File: src/rtl/usb_hs_pkg.sv
package usb_hs_pkg;
  localparam int unsigned PID_W = 4;
  localparam int unsigned HS_W  = 2;

  localparam logic [PID_W-1:0] PID_OUT   = 4'b0001;
  localparam logic [PID_W-1:0] PID_SETUP = 4'b1101;
  localparam logic [PID_W-1:0] PID_DATA0 = 4'b0011;
  localparam logic [PID_W-1:0] PID_DATA1 = 4'b1011;

  typedef enum logic [HS_W-1:0] {
    HS_NONE  = 2'b00,
    HS_ACK   = 2'b01,
    HS_NAK   = 2'b10,
    HS_STALL = 2'b11
  } hs_e;

  typedef enum logic [1:0] {
    TK_NONE  = 2'b00,
    TK_OUT   = 2'b01,
    TK_SETUP = 2'b10
  } tok_e;

  typedef struct packed {
    logic respond;
    hs_e  sel;
    logic accept;
    logic tog_load;
    logic tog_val;
  } verdict_t;
endpackage

File: src/rtl/usb_hs_token.sv
module usb_hs_token
  import usb_hs_pkg::*;
(
  input  logic             clk_i,
  input  logic             rst_ni,
  input  logic             tok_valid_i,
  input  logic [PID_W-1:0] tok_pid_i,
  input  logic             dat_valid_i,
  output tok_e             kind_o
);
  tok_e kind_q;

  // any other token closes the pending phase; a data phase consumes it
  always_ff @(posedge clk_i or negedge rst_ni) begin
    if (!rst_ni) kind_q <= TK_NONE;
    else if (tok_valid_i) begin
      case (tok_pid_i)
        PID_OUT:   kind_q <= TK_OUT;
        PID_SETUP: kind_q <= TK_SETUP;
        default:   kind_q <= TK_NONE;
      endcase
    end else if (dat_valid_i) kind_q <= TK_NONE;
  end

  assign kind_o = kind_q;
endmodule

File: src/rtl/usb_hs_decide.sv
module usb_hs_decide
  import usb_hs_pkg::*;
(
  input  tok_e             kind_i,
  input  logic [PID_W-1:0] dat_pid_i,
  input  logic             crc_ok_i,
  input  logic             ep_ctrl_i,
  input  logic             ep_halt_i,
  input  logic             ep_ready_i,
  input  logic             tog_i,
  output verdict_t         verdict_o
);
  logic pid_is_data, pid_bit, pkt_good;

  assign pid_is_data = (dat_pid_i == PID_DATA0) || (dat_pid_i == PID_DATA1);
  assign pid_bit     = (dat_pid_i == PID_DATA1);
  assign pkt_good    = crc_ok_i && pid_is_data;

  always_comb begin
    verdict_o = '{respond: 1'b0, sel: HS_NONE, accept: 1'b0, tog_load: 1'b0, tog_val: 1'b0};
    case (kind_i)
      TK_SETUP: begin
        if (pkt_good && ep_ctrl_i) begin
          verdict_o.respond  = 1'b1;
          verdict_o.sel      = HS_ACK;
          verdict_o.accept   = 1'b1;
          verdict_o.tog_load = 1'b1;
          verdict_o.tog_val  = 1'b1;   // next data phase is DATA1
        end
      end
      TK_OUT: begin
        if (pkt_good) begin
          verdict_o.respond = 1'b1;
          if (ep_halt_i)        verdict_o.sel = HS_STALL;
          else if (!ep_ready_i) verdict_o.sel = HS_NAK;
          else begin
            verdict_o.sel = HS_ACK;
            if (pid_bit == tog_i) begin
              verdict_o.accept   = 1'b1;
              verdict_o.tog_load = 1'b1;
              verdict_o.tog_val  = ~tog_i;
            end
          end
        end
      end
      default: ;
    endcase
  end
endmodule

File: src/rtl/usb_hs_toggle.sv
module usb_hs_toggle (
  input  logic clk_i,
  input  logic rst_ni,
  input  logic load_i,
  input  logic val_i,
  output logic tog_o
);
  always_ff @(posedge clk_i or negedge rst_ni) begin
    if (!rst_ni)     tog_o <= 1'b0;
    else if (load_i) tog_o <= val_i;
  end
endmodule

File: src/rtl/usb_hs_responder.sv
module usb_hs_responder
  import usb_hs_pkg::*;
(
  input  logic             clk_i,
  input  logic             rst_ni,
  input  logic             tok_valid_i,
  input  logic [PID_W-1:0] tok_pid_i,
  input  logic             dat_valid_i,
  input  logic [PID_W-1:0] dat_pid_i,
  input  logic             crc_ok_i,
  input  logic             ep_ctrl_i,
  input  logic             ep_halt_i,
  input  logic             ep_ready_i,
  output logic             hs_valid_o,
  output logic [HS_W-1:0]  hs_sel_o,
  output logic             no_resp_o,
  output logic             accept_o,
  output logic             toggle_o
);
  tok_e     kind;
  verdict_t verdict;
  logic     dat_fire;
  logic     hs_valid_q, no_resp_q, accept_q;
  hs_e      hs_sel_q;

  usb_hs_token i_token (
    .clk_i, .rst_ni, .tok_valid_i, .tok_pid_i, .dat_valid_i,
    .kind_o(kind)
  );

  usb_hs_decide i_decide (
    .kind_i(kind), .dat_pid_i, .crc_ok_i, .ep_ctrl_i, .ep_halt_i, .ep_ready_i,
    .tog_i(toggle_o), .verdict_o(verdict)
  );

  assign dat_fire = dat_valid_i && !tok_valid_i && (kind != TK_NONE);

  usb_hs_toggle i_toggle (
    .clk_i, .rst_ni,
    .load_i(dat_fire && verdict.tog_load),
    .val_i (verdict.tog_val),
    .tog_o (toggle_o)
  );

  always_ff @(posedge clk_i or negedge rst_ni) begin
    if (!rst_ni) begin
      hs_valid_q <= 1'b0;
      no_resp_q  <= 1'b0;
      accept_q   <= 1'b0;
      hs_sel_q   <= HS_NONE;
    end else begin
      hs_valid_q <= dat_fire && verdict.respond;
      no_resp_q  <= dat_fire && !verdict.respond;
      accept_q   <= dat_fire && verdict.accept;
      hs_sel_q   <= (dat_fire && verdict.respond) ? verdict.sel : HS_NONE;
    end
  end

  assign hs_valid_o = hs_valid_q;
  assign no_resp_o  = no_resp_q;
  assign accept_o   = accept_q;
  assign hs_sel_o   = hs_sel_q;
endmodule

File: config.mk
export PLATFORM = sky130hd
export DESIGN_NAME = usb_hs_responder
export DESIGN_NICKNAME = d
export VERILOG_FILES = /design/src/rtl/usb_hs_pkg.sv /design/src/rtl/usb_hs_token.sv /design/src/rtl/usb_hs_decide.sv /design/src/rtl/usb_hs_toggle.sv /design/src/rtl/usb_hs_responder.sv
export SDC_FILE = /design/constraint.sdc
export NUM_CORES = 1
export LEC_CHECK = 0
export BUFFER_PORTS_ARGS = -buffer_cell sky130_fd_sc_hd__buf_2
export CORE_AREA = 5 5 42 44
export CTS_BUF_LIST = sky130_fd_sc_hd__clkbuf_4
export CTS_CLUSTER_DIAMETER = 80
export CTS_CLUSTER_SIZE = 10
export DETAILED_ROUTE_END_ITERATION = 12
export DIE_AREA = 0 0 47 49
export PLACE_DENSITY_LB_ADDON = 0.1
export REMOVE_ABC_BUFFERS = 1
export SETUP_SLACK_MARGIN = 0.05
export SYNTH_ARGS = -nofsm -noshare
export SYNTH_HDL_FRONTEND = slang
export SYNTH_SLANG_ARGS = --single-unit
File: constraint.sdc
create_clock -name clk_i -period 3.75 [get_ports clk_i]
set_input_delay 0 -clock clk_i [delete_from_list [all_inputs] [get_ports clk_i]]
set_output_delay 0 -clock clk_i [all_outputs]
set_load 0.01 [all_outputs]
==> impl_results.md <==
* Status: completed
* Final Setup Violations at 0
* Largest family of logic cells by synthesized area: simple AND/OR/NAND/NOR gates
* CTS buffer count at 3
* Yosys warns at 0
* Crit path launch type: flip-flop
* Fin crit share at a little over two fifths
* First-pass GRT wire length at 1560 µm
* CP endpoint kind: flip-flop
* CTS H-tree depth at 1
* Gpl congestion at 0.689
* Die width at 47 µm
* Final Skew at 0.0108 ns
* Chip height at ~49 µm
* Drc violations at 0
* Placeable Area at roughly 1400 µm²
* R2R setup slack at 2.12 ns
* FILL cells at 159
* Slew margin rel. at between 80% and 90%
* Initial antenna violation count at 0
* Part of the power in registers at 50.9%
* Proportion of layout cells with a drive suffix above 1 at 46.2%
* DR vias/cell at 4.78
* Pins Over Slew Limit at 0
* P per Cell Area at around 280 nW/µm²
* Min-Delay Path Class: input pin to flip-flop
* Hold Vio Cnt, Final at 0
* Library cells used by synthesis at 21
* Setup WS pre-CTS at 2.13 ns
* Clock share of power at between 30% and 40%
* Compound-Gate Fraction of Synth Area at 17.5%
* Deepest clock path buffer count at 2
* DP HPWL at 798 µm
* Adder-cell share of the synthesized area at 11.1%
* Avg Inst Size Synth at roughly 11 µm²
* Post-route minimum period at 1.63 ns
* Vias in the first global route at 411
* Clock sinks at 8
* Main area contributors after synthesis: dfrtp_1 (44%), ha_1 (11%), a2111oi_4 (6.1%)
* Multiplexer area fraction after synthesis at 0%
* Layout Cells excl Fill at 81
* Total GRT Usage at 9.61%
* Required time of the critical path at 3.93 ns
* Synthesized cell area at 450 µm²
* Switching Share at 22.3%
* Post-CTS setup buffers at 0
* Post-synthesis sequential area ratio at about 44%
* Cell leakage power at 0.290 nW
* Worst setup margin at 2.12 ns
* Register Area at around 200 µm²
* Vias at 387
* Mapped Cells at 40
* Skew-Pair Late Insertion Delay at approximately 0.25 ns
* Post-Route Setup TNS at 0 ns
* Peak VDD IR at 0.107 mV
* CTS clock-pin slew for the worst setup and hold paths at 0.06 ns
* Die area at 2300 µm²
* Grt ovf at 0
* Post-route ant nets at 0
* Synth Area in XOR/XNOR at 0%
* Initial Utilization at 32.1%
* Yosys top cell area share at 44.4%
* CTS tree: built
* Hold WS at 0.0114 ns
* Synth Area in Simple Gates at 23.6%
* P&R area growth vs syn at 35.0%
* Root buffer cell: clkbuf_4
* Port buffer count at 21
* Area leader, netlist: dfrtp_1
* Drt pass-1 iters at 3
* Pint at 134 µW
* DR WL/cell at approximately 11 µm
* FF+latch count, synth at 8
* Final net count at between 80 and 90
* Ant diodes at 0
* Max Cap Viol at 0
* Setup CP Type: flip-flop to flip-flop
* Post-CTS Resized at 0
* Peak Freq at 615 MHz
* Combinational share of power at 11.0%
* Worst Tran Pin Value at 0.287 ns
* Net switching power at 38.4 µW
* I/O pins at 22
* Dpl cells at 77
* WL final at 909 µm
* Critical path fanouts, max at 3
* Initial DRC Count at 5
* Arrival @ worst endpoint at ~1.8 ns
* FP Rows at 14
* Largest net degree at the start of global routing at 9
* Unrepaired setup endpoints after global routing: no
* Multi-input logic area at 235 µm²
-- cells in the mapped netlist (all sizes together) --
master,n
nor3,2
and3b,1
inv,4
nand4bb,1
dfrtp,8
nand2,2
a21oi,2
a2111oi,1
o21ai,2
a2bb2oi,1
or3b,1
ha,4
or3,1
a22o,1
nand4b,1
nand3b,1
a32o,1
nor2,5
nor3b,1
-- registers in the layout (all words and copies together) (netlist names) --
| signal | flops |
|---|---|
| hs_sel_o | 2 |
| i_token.kind_o | 2 |
| accept_o | 1 |
| hs_valid_o | 1 |
| i_toggle.tog_o | 1 |
| no_resp_o | 1 |
-- worst max-delay path, stage by stage (launching register included) --
cell       delay, ns
dfrtp_1         0.35
inv_1           0.05
ha_1            0.28
nand4bb_1       0.26
a2111oi_4       0.42
a2bb2oi_1       0.19
-- timing repair --
action | in CTS | in global routing
endpoints found under the setup margin | 0 | 0
hold endpoints to repair | 8 | 0
hold buffers | 1 | 0
-- final timing paths --
check                      cells past startpoint                           from                             to
setup reg to reg                               5     i_toggle.tog_o$_DFFE_PN0P_     i_toggle.tog_o$_DFFE_PN0P_
min in group asynchronous                      2                         rst_ni          hs_sel_o[1]$_DFF_PN0_
hold reg to reg                                1  i_token.kind_o[1]$_DFFE_PN0P_  i_token.kind_o[1]$_DFFE_PN0P_
hold / removal                                 2                   tok_pid_i[3]  i_token.kind_o[1]$_DFFE_PN0P_
setup / recovery                               5     i_toggle.tog_o$_DFFE_PN0P_     i_toggle.tog_o$_DFFE_PN0P_
max in group asynchronous                      2                         rst_ni  i_token.kind_o[0]$_DFFE_PN0P_
-- stage by stage --
stage | power (mW) | utilization [%] | area (µm²)
after floorplan | 0.0958 | - | 450
final | 0.172 | 43.4 | 608
after detailed placement | 0.108 | 41.1 | 576
after global routing | 0.182 | 43.4 | 608
after global placement | 0.108 | 41.1 | 576
after CTS | 0.176 | 43.4 | 608
-- power by group through the flow --
stage               Sequential, mW  Clock (mW)  Combinational (mW)
finish                      0.0875      0.0655              0.0189
global placement            0.0890           0              0.0186
detailed placement          0.0890           0              0.0186
CTS                         0.0875      0.0695              0.0195
global route                0.0875      0.0723              0.0218
floorplan                   0.0890           0             0.00677
-- cell usage in the layout, fill, tap and decap left out --
cell / instances
inv_1: 4
dlygate4sd3_1: 1
a32o_1: 1
nand4b_1: 1
nor3b_1: 1
nor2_1: 4
ha_1: 4
o21ai_0: 2
clkbuf_4: 3
a2111oi_4: 1
or3b_4: 1
a21oi_2: 1
and3b_2: 1
a22o_1: 1
nand3b_1: 1
buf_2: 21
nor2_2: 1
nor3_1: 2
dfrtp_1: 8
nand2_1: 2
a2bb2oi_1: 1
a21oi_1: 1
nand4bb_1: 1
or3_4: 1
-- cell families after synthesis --
family | after synthesis
buf+inv | 4
fa+ha+maj | 4
compound gates | 8
simple gates | 16
flops | 8
-- layout make-up --
cell class / count / share of cell area (%)
clock buffers: 3 / 3.70
inverters: 4 / 2.47
multi-input cells: 28 / 38.7
flip-flops and latches: 8 / 32.9
well taps: 16 / 3.29
repair buffers: 22 / 18.9
-- layer usage --
| layer | part of all wire [%] | routed length [µm] | global-route usage (%) |
|---|---|---|---|
| met4 | 0.88 | 8 | 5.53 |
| met1 | 42 | 385 | 12.7 |
| met2 | 43 | 392 | 13.1 |
| met3 | 14 | 123 | 3.32 |
| met5 | 0 | 0 | 0 |
(Power assumes the default switching activity.)
